## src/rtl/sdram_init_pkg.sv

```systemverilog
package sdram_init_pkg;

    // Command strobes as {cs_n, ras_n, cas_n, we_n}
    typedef enum logic [3:0] {
        CMD_NOP = 4'b0111,
        CMD_PRE = 4'b0010,
        CMD_REF = 4'b0001,
        CMD_MRS = 4'b0000
    } cmd_e;

    typedef enum logic [1:0] {
        ST_RST   = 2'd0,
        ST_PAUSE = 2'd1,
        ST_WAIT  = 2'd2,
        ST_DONE  = 2'd3
    } st_e;

endpackage

```

## src/rtl/initseq_timer.sv

```systemverilog
module initseq_timer #(
    parameter int CNT_W = 16
) (
    input  logic             clk,
    input  logic             rst_n,
    input  logic             load,
    input  logic [CNT_W-1:0] load_val,
    output logic             zero
);
    logic [CNT_W-1:0] cnt_d, cnt_q;

    always_comb begin
        cnt_d = cnt_q;
        if (load) begin
            cnt_d = load_val;
        end else if (cnt_q != '0) begin
            cnt_d = cnt_q - CNT_W'(1);
        end
    end

    always_ff @(posedge clk or negedge rst_n) begin
        if (!rst_n) begin
            cnt_q <= '0;
        end else begin
            cnt_q <= cnt_d;
        end
    end

    assign zero = (cnt_q == '0);


    no_wrap_chk: assert property (@(posedge clk) disable iff (!rst_n)
        (!load && cnt_q == '0) |=> (cnt_q == '0));

endmodule

```

## src/rtl/initseq_order.sv

```systemverilog
module initseq_order
    import sdram_init_pkg::*;
#(
    parameter int REF_N     = 8,
    parameter int REF_FIRST = 0,
    parameter int RC_W      = 4
) (
    input  logic            pre_done,
    input  logic            mrs_done,
    input  logic [RC_W-1:0] ref_cnt,
    output cmd_e            nxt_cmd,
    output logic            finished
);
    logic refs_full;

    assign refs_full = (ref_cnt == RC_W'(REF_N));
    assign finished  = pre_done && mrs_done && refs_full;

    generate
        if (REF_FIRST != 0) begin : g_ref_first
            always_comb begin
                if (!pre_done) begin
                    nxt_cmd = CMD_PRE;
                end else if (!refs_full) begin
                    nxt_cmd = CMD_REF;
                end else begin
                    nxt_cmd = CMD_MRS;
                end
            end
        end else begin : g_mrs_first
            always_comb begin
                if (!pre_done) begin
                    nxt_cmd = CMD_PRE;
                end else if (!mrs_done) begin
                    nxt_cmd = CMD_MRS;
                end else begin
                    nxt_cmd = CMD_REF;
                end
            end
        end
    endgenerate

endmodule

```

## src/rtl/initseq_pins.sv

```systemverilog
module initseq_pins
    import sdram_init_pkg::*;
#(
    parameter int                ADDR_W    = 13,
    parameter logic [ADDR_W-1:0] MODE_WORD = '0
) (
    input  cmd_e              cmd,
    output logic              cs_n,
    output logic              ras_n,
    output logic              cas_n,
    output logic              we_n,
    output logic [ADDR_W-1:0] addr
);
    localparam int ALLBANK_BIT = 10;

    assign {cs_n, ras_n, cas_n, we_n} = cmd;

    always_comb begin
        unique case (cmd)
            CMD_PRE: addr = ADDR_W'(1) << ALLBANK_BIT;
            CMD_MRS: addr = MODE_WORD;
            default: addr = '0;
        endcase
    end

endmodule

```

## src/rtl/sdram_bringup_seq.sv

```systemverilog
module sdram_bringup_seq
    import sdram_init_pkg::*;
#(
    parameter int                CYC_PER_US    = 100,
    parameter int                PAUSE_US      = 200,
    parameter int                T_RP          = 3,
    parameter int                T_RFC         = 9,
    parameter int                T_MRD         = 2,
    parameter int                REFRESH_COUNT = 8,
    parameter int                REFRESH_FIRST = 0,
    parameter int                ADDR_W        = 13,
    parameter logic [ADDR_W-1:0] MODE_WORD     = 13'h0032
) (
    input  logic              clk,
    input  logic              rst_n,
    output logic              cke,
    output logic              dqm,
    output logic              cs_n,
    output logic              ras_n,
    output logic              cas_n,
    output logic              we_n,
    output logic [ADDR_W-1:0] addr,
    output logic              init_done
);
    localparam int PAUSE_CYC = (CYC_PER_US * PAUSE_US < 1) ? 1 : CYC_PER_US * PAUSE_US;
    localparam int RP_CYC    = (T_RP  < 1) ? 1 : T_RP;
    localparam int RFC_CYC   = (T_RFC < 1) ? 1 : T_RFC;
    localparam int MRD_CYC   = (T_MRD < 1) ? 1 : T_MRD;
    localparam int MAX_A     = (RP_CYC > RFC_CYC) ? RP_CYC : RFC_CYC;
    localparam int MAX_B     = (MAX_A > MRD_CYC) ? MAX_A : MRD_CYC;
    localparam int MAX_W     = (PAUSE_CYC > MAX_B) ? PAUSE_CYC : MAX_B;
    localparam int CNT_W     = $clog2(MAX_W + 1);
    localparam int RC_W      = $clog2(REFRESH_COUNT + 1);

    typedef struct packed {
        st_e             st;
        cmd_e            cmd;
        logic            cke;
        logic            dqm;
        logic            done;
        logic            pre_done;
        logic            mrs_done;
        logic [RC_W-1:0] ref_cnt;
    } regs_t;

    localparam regs_t R_INIT = '{
        st:       ST_RST,
        cmd:      CMD_NOP,
        cke:      1'b0,
        dqm:      1'b1,
        done:     1'b0,
        pre_done: 1'b0,
        mrs_done: 1'b0,
        ref_cnt:  '0
    };

    regs_t            r_d, r_q;
    logic             tmr_load;
    logic [CNT_W-1:0] tmr_val;
    logic             tmr_zero;
    cmd_e             nxt_cmd;
    logic             finished;

    initseq_timer #(.CNT_W(CNT_W)) u_timer (
        .clk      (clk),
        .rst_n    (rst_n),
        .load     (tmr_load),
        .load_val (tmr_val),
        .zero     (tmr_zero)
    );

    initseq_order #(
        .REF_N     (REFRESH_COUNT),
        .REF_FIRST (REFRESH_FIRST),
        .RC_W      (RC_W)
    ) u_order (
        .pre_done (r_q.pre_done),
        .mrs_done (r_q.mrs_done),
        .ref_cnt  (r_q.ref_cnt),
        .nxt_cmd  (nxt_cmd),
        .finished (finished)
    );

    initseq_pins #(
        .ADDR_W    (ADDR_W),
        .MODE_WORD (MODE_WORD)
    ) u_pins (
        .cmd   (r_q.cmd),
        .cs_n  (cs_n),
        .ras_n (ras_n),
        .cas_n (cas_n),
        .we_n  (we_n),
        .addr  (addr)
    );

    always_comb begin
        r_d      = r_q;
        r_d.cmd  = CMD_NOP;
        tmr_load = 1'b0;
        tmr_val  = '0;
        unique case (r_q.st)
            ST_RST: begin
                r_d.st   = ST_PAUSE;
                r_d.cke  = 1'b1;
                r_d.dqm  = 1'b1;
                tmr_load = 1'b1;
                tmr_val  = CNT_W'(PAUSE_CYC - 1);
            end
            ST_PAUSE, ST_WAIT: begin
                if (tmr_zero) begin
                    if (finished) begin
                        r_d.st   = ST_DONE;
                        r_d.done = 1'b1;
                    end else begin
                        r_d.st   = ST_WAIT;
                        r_d.cmd  = nxt_cmd;
                        r_d.dqm  = 1'b0;
                        tmr_load = 1'b1;
                        unique case (nxt_cmd)
                            CMD_PRE: begin
                                r_d.pre_done = 1'b1;
                                tmr_val      = CNT_W'(RP_CYC);
                            end
                            CMD_REF: begin
                                r_d.ref_cnt = r_q.ref_cnt + RC_W'(1);
                                tmr_val     = CNT_W'(RFC_CYC);
                            end
                            CMD_MRS: begin
                                r_d.mrs_done = 1'b1;
                                tmr_val      = CNT_W'(MRD_CYC);
                            end
                            default: begin
                                tmr_val = '0;
                            end
                        endcase
                    end
                end
            end
            ST_DONE: begin
                r_d.st = ST_DONE;
            end
            default: begin
                r_d = R_INIT;
            end
        endcase
    end

    always_ff @(posedge clk or negedge rst_n) begin
        if (!rst_n) begin
            r_q <= R_INIT;
        end else begin
            r_q <= r_d;
        end
    end

    assign cke       = r_q.cke;
    assign dqm       = r_q.dqm;
    assign init_done = r_q.done;

    logic [3:0] cmd_pins;
    assign cmd_pins = {cs_n, ras_n, cas_n, we_n};


    pause_quiet_chk: assert property (@(posedge clk) disable iff (!rst_n)
        (r_q.st == ST_PAUSE) |-> (cmd_pins == 4'b0111 && cke && dqm));


    pre_allbank_chk: assert property (@(posedge clk) disable iff (!rst_n)
        (cmd_pins == 4'b0010) |-> (addr == (ADDR_W'(1) << 10)));


    mrs_order_chk: assert property (@(posedge clk) disable iff (!rst_n)
        (cmd_pins == 4'b0000) |-> (r_q.pre_done && $past(cmd_pins) == 4'b0111));


    cke_lead_chk: assert property (@(posedge clk) disable iff (!rst_n)
        (cmd_pins == 4'b0000) |-> (cke && $past(cke)));


    mrs_gap_chk: assert property (@(posedge clk) disable iff (!rst_n)
        (cmd_pins == 4'b0000) |=> (cmd_pins == 4'b0111));


    done_hold_chk: assert property (@(posedge clk) disable iff (!rst_n)
        init_done |=> (init_done && cmd_pins == 4'b0111));


    ref_total_chk: assert property (@(posedge clk) disable iff (!rst_n)
        $rose(init_done) |-> (r_q.ref_cnt == RC_W'(REFRESH_COUNT)));

    generate
        if (REFRESH_FIRST != 0) begin : g_chk_ref_first

            ref_before_mrs_chk: assert property (@(posedge clk) disable iff (!rst_n)
                (cmd_pins == 4'b0000) |-> (r_q.ref_cnt == RC_W'(REFRESH_COUNT)));
        end else begin : g_chk_mrs_first

            ref_after_mrs_chk: assert property (@(posedge clk) disable iff (!rst_n)
                (cmd_pins == 4'b0001) |-> r_q.mrs_done);
        end
    endgenerate

endmodule

```

## config.mk

```make
export PLATFORM = sky130hd
export DESIGN_NAME = sdram_bringup_seq
export DESIGN_NICKNAME = d
export VERILOG_FILES = /design/src/rtl/sdram_init_pkg.sv /design/src/rtl/initseq_timer.sv /design/src/rtl/initseq_order.sv /design/src/rtl/initseq_pins.sv /design/src/rtl/sdram_bringup_seq.sv
export SDC_FILE = /design/constraint.sdc
export NUM_CORES = 1
export LEC_CHECK = 0
export BUFFER_PORTS_ARGS = -buffer_cell sky130_fd_sc_hd__buf_2
export CORE_MARGIN = 8
export CORE_UTILIZATION = 34
export CTS_BUF_LIST = sky130_fd_sc_hd__clkbuf_16
export DETAILED_ROUTE_END_ITERATION = 6
export HOLD_SLACK_MARGIN = 0.12
export PLACE_DENSITY_LB_ADDON = 0.1
export SLEW_MARGIN = 25
export SYNTH_ARGS = -nofsm -noshare
export SYNTH_HDL_FRONTEND = slang
export SYNTH_SLANG_ARGS = --single-unit
```

## constraint.sdc

```tcl
create_clock -name clk -period 2.3 [get_ports clk]
set_input_delay 0.345 -clock clk [delete_from_list [all_inputs] [get_ports clk]]
set_output_delay 0.345 -clock clk [all_outputs]
set_load 0.01 [all_outputs]
```

==> results.md <==
- CTS tree: done
- RSZ-0062 raised after global routing: no
- Int Pwr: between 0.9 and 1 mW
- Total GRT Usage: 0.1117
- Critical path buffers and inverters: 1
- Final GP Congestion: 0.7197
- WL met2: approximately 2100 um
- Antenna Cells: 0
- Cell Rows: 26
- Synth Area per Inst: approximately 11 um2
- Mapped Cells: about 160
- Clk slew on worst S/H paths: around 50 ps
- Die width: roughly 87 um
- RR Startpoint: u_timer.cnt_q[0]
- Worst path max stage delay: between 500 and 600 ps
- Mapped Area: roughly 0.0017 mm2
- CP top delay family: simple AND/OR/NAND/NOR gates
- Synth cell count leaders: dfrtp_1, buf_4, inv_1
- Worst hold margin: about 110 ps
- Final setup vio count: 0
- Hold WC Path Type: in -> async
- Post-DRT Antenna Nets: 0
- Worst R2R Path Depth: 6
- Hold Vio Cnt, Final: 0
- Remaining DRCs: 0
- Crit Path Max Fanout: 7
- Grt ovf: 0
- Sequential fraction of design power: 0.445
- CP endpoint kind: flop
- Router iterations before antenna repair: 6
- Largest net degree at the start of global routing: 30
- Skew-Pair Late Insertion Delay: 270 ps
- Met1 wire length: 1583 um
- Final WL: approximately 3800 um
- Sw Ratio: 0.2139
- Max Clock Freq: around 470 MHz
- Worst-Margin Slew: 691.6 ps
- Layout area overhead: 15.14%
- Number of DRC markers in iteration 0: 53
- Die H: between 80 and 90 um
- Finished Cell Area: around 0.0020 mm2
- CTS Hold Bufs: 0
- Met3 WL post-DR: around 120 um
- Slew Viols, Final: 0
- Worst setup SP type: flop
- Antenna violations before repair: 0
- Synth Register Bits: 29
- Top cell type's share of synthesized area: 0.3639
- Routed WL per cell: 15.33 um
- Setup slack, reg-to-reg: between 150 and 200 ps
- Critical Path AT: 2270 ps
- Core area: ~0.005 mm2
- Power per Cell Area: roughly 580 mW/mm2
- Crit path cell chain: inv_1 > ha_1 > nor2b_1 > nand4_4 > or4_4 > mux2_4
- Prevailing post-synth register cell: dfrtp_1
- IR drop worst, VDD: ~0.00031 V
- Setup TNS: 0 ps
- Share of layout cells above drive strength 1: 0.2416
- Final HPWL DP: roughly 2800 um
- Global-route wire length before repair: roughly 6500 um
- Place WS: 179.7 ps
- Worst rel slew slack: 0.5389
- Io pins: 22
- Status: finished clean
- Starting Density: 0.3454
- Inserted Clock Buffers: 5
- Skew final: about 5.6 ps
- Max-cap violation count: 0
- CP max stage cell: or4_4
- Net switching power: 0.2459 mW
- Final period utilization: 0.9182
- Asr flop ratio synth: 1.000
- EDFF count, synth: 0
- Post-CTS Resized: 0
- Vias: roughly 1,200
- Clock Sink Count: 29
- Die area: ~0.0076 mm2
- Top cell type by total area after synthesis: dfrtp_1
- WP depth: 6
- Via density: 4.782
- Distinct cells, synth: 46
- Max clock buf depth: 2
- Top routing layer in use: met4
- Post-layout min period: 2112 ps
- Synth top area cells: dfrtp_1, dfstp_2, buf_4, ha_1, nor4_4
- Most common cell in the netlist: dfrtp_1
- Register area share after synthesis: 0.4250
- Root Buffer: clkbuf_16
- Ys Warns: 0
- Final WS setup: approximately 190 ps
- Worst reg2reg path endpoint: r_q[1]
- Post-place instance area: around 0.0018 mm2
- Input/output buffers: 11
- WS Path Type: reg -> reg
- # H-tree levels: 2
- Post-CTS Setup Bufs: 0
- Number of global-route vias before repair: around 1,300
- Clock share of power: 0.539
- Nets: approximately 190
- Critical Path RT: 2460 ps
- Comb pwr share: 0.016
- P_leak: between 0.8 and 0.9 nW
-- cell usage in the layout, fill, tap and decap left out, types with 2 or more instances in the layout --
master	n
dfrtp_1	25
buf_2	11
inv_1	10
conb_1	10
nand2_1	8
buf_4	8
nor3_1	7
a21oi_1	7
ha_1	7
xnor2_1	6
o2bb2ai_1	6
xor2_1	5
or4_1	5
nor2_1	5
clkbuf_16	5
nor3b_1	4
nand4_1	4
o31ai_1	4
dfstp_2	4
nor4_4	3
mux2i_1	3
nand3_1	2
a21o_1	2
a31o_2	2
o21ai_0	2
clkinv_2	2
-- metal layers --
| metal | track usage | up-vias |
|---|---|---|
| met4 | 0.05156 | 0 |
| li1 | - | 594 |
| met5 | 0 | - |
| met3 | 0.03774 | 4 |
| met2 | 0.1888 | 13 |
| met1 | 0.1233 | 575 |
-- cell type report --
cell class                 count  area, um2
sequential                    29      730.7
clock buffer                   5      125.1
tap                           70      87.58
fill                         509       2998
timing repair buffer          19      115.1
multi-input combinational    113      873.3
clock inverter                 3      13.76
inverter                       9      33.78
-- worst reg2reg max path, delay by kind of cell, from the launching register on --
family / cells / cell delay (ps)
adder cells (fa/ha/maj): 1 / 150
flip-flops: 1 / 390
buffers and inverters: 1 / 120
AND/OR/NAND/NOR: 3 / 1030
multiplexers: 1 / 310
-- power groups by stage --
stage / sequential [mW] / clock [mW] / combinational [mW]
floorplan: 0.520 / 0 / 0.0197
global placement: 0.520 / 0 / 0.0186
detailed placement: 0.520 / 0 / 0.0189
CTS: 0.511 / 0.638 / 0.0189
global route: 0.511 / 0.667 / 0.0225
finish: 0.511 / 0.620 / 0.0189
-- per-stage QoR --
stage          power (mW)    util  cells
2_1_floorplan      0.5394       -    168
3_3_place_gp       0.5382  0.3698    240
3_5_place_dp       0.5385  0.3698    240
4_1_cts             1.168  0.3977    248
5_1_grt             1.200  0.3977    248
6_report            1.150  0.3977    248
-- sequential cells by signal (all words and copies together), names as in the netlist --
| signal | cells |
|---|---|
| cke | 1 |
| r_q | 11 |
| dqm | 1 |
| init_done | 1 |
| u_timer.cnt_q | 15 |
-- cells by family after synthesis --
kind of cell	share of synthesized area
compound gates	0.1376
xor+xnor	0.05604
fa+ha+maj	0.05094
buf+inv	0.08661
flops	0.4250
mux	0.03275
other cells	0.002181
simple gates	0.2089
-- worst max-delay path by stage --
stage / endpoint / startpoint / slack, ps
final: r_q[1] / u_timer.cnt_q[0] / 190
after global placement: r_q[1] / u_timer.cnt_q[0] / 230
after CTS: r_q[1] / u_timer.cnt_q[0] / 180
after detailed placement: r_q[1] / u_timer.cnt_q[0] / 180
after global routing: u_timer.cnt_q[13] / u_timer.cnt_q[4] / 90
after floorplan: r_q[1] / u_timer.cnt_q[3] / 200
Power figures use the tool's default switching activity.
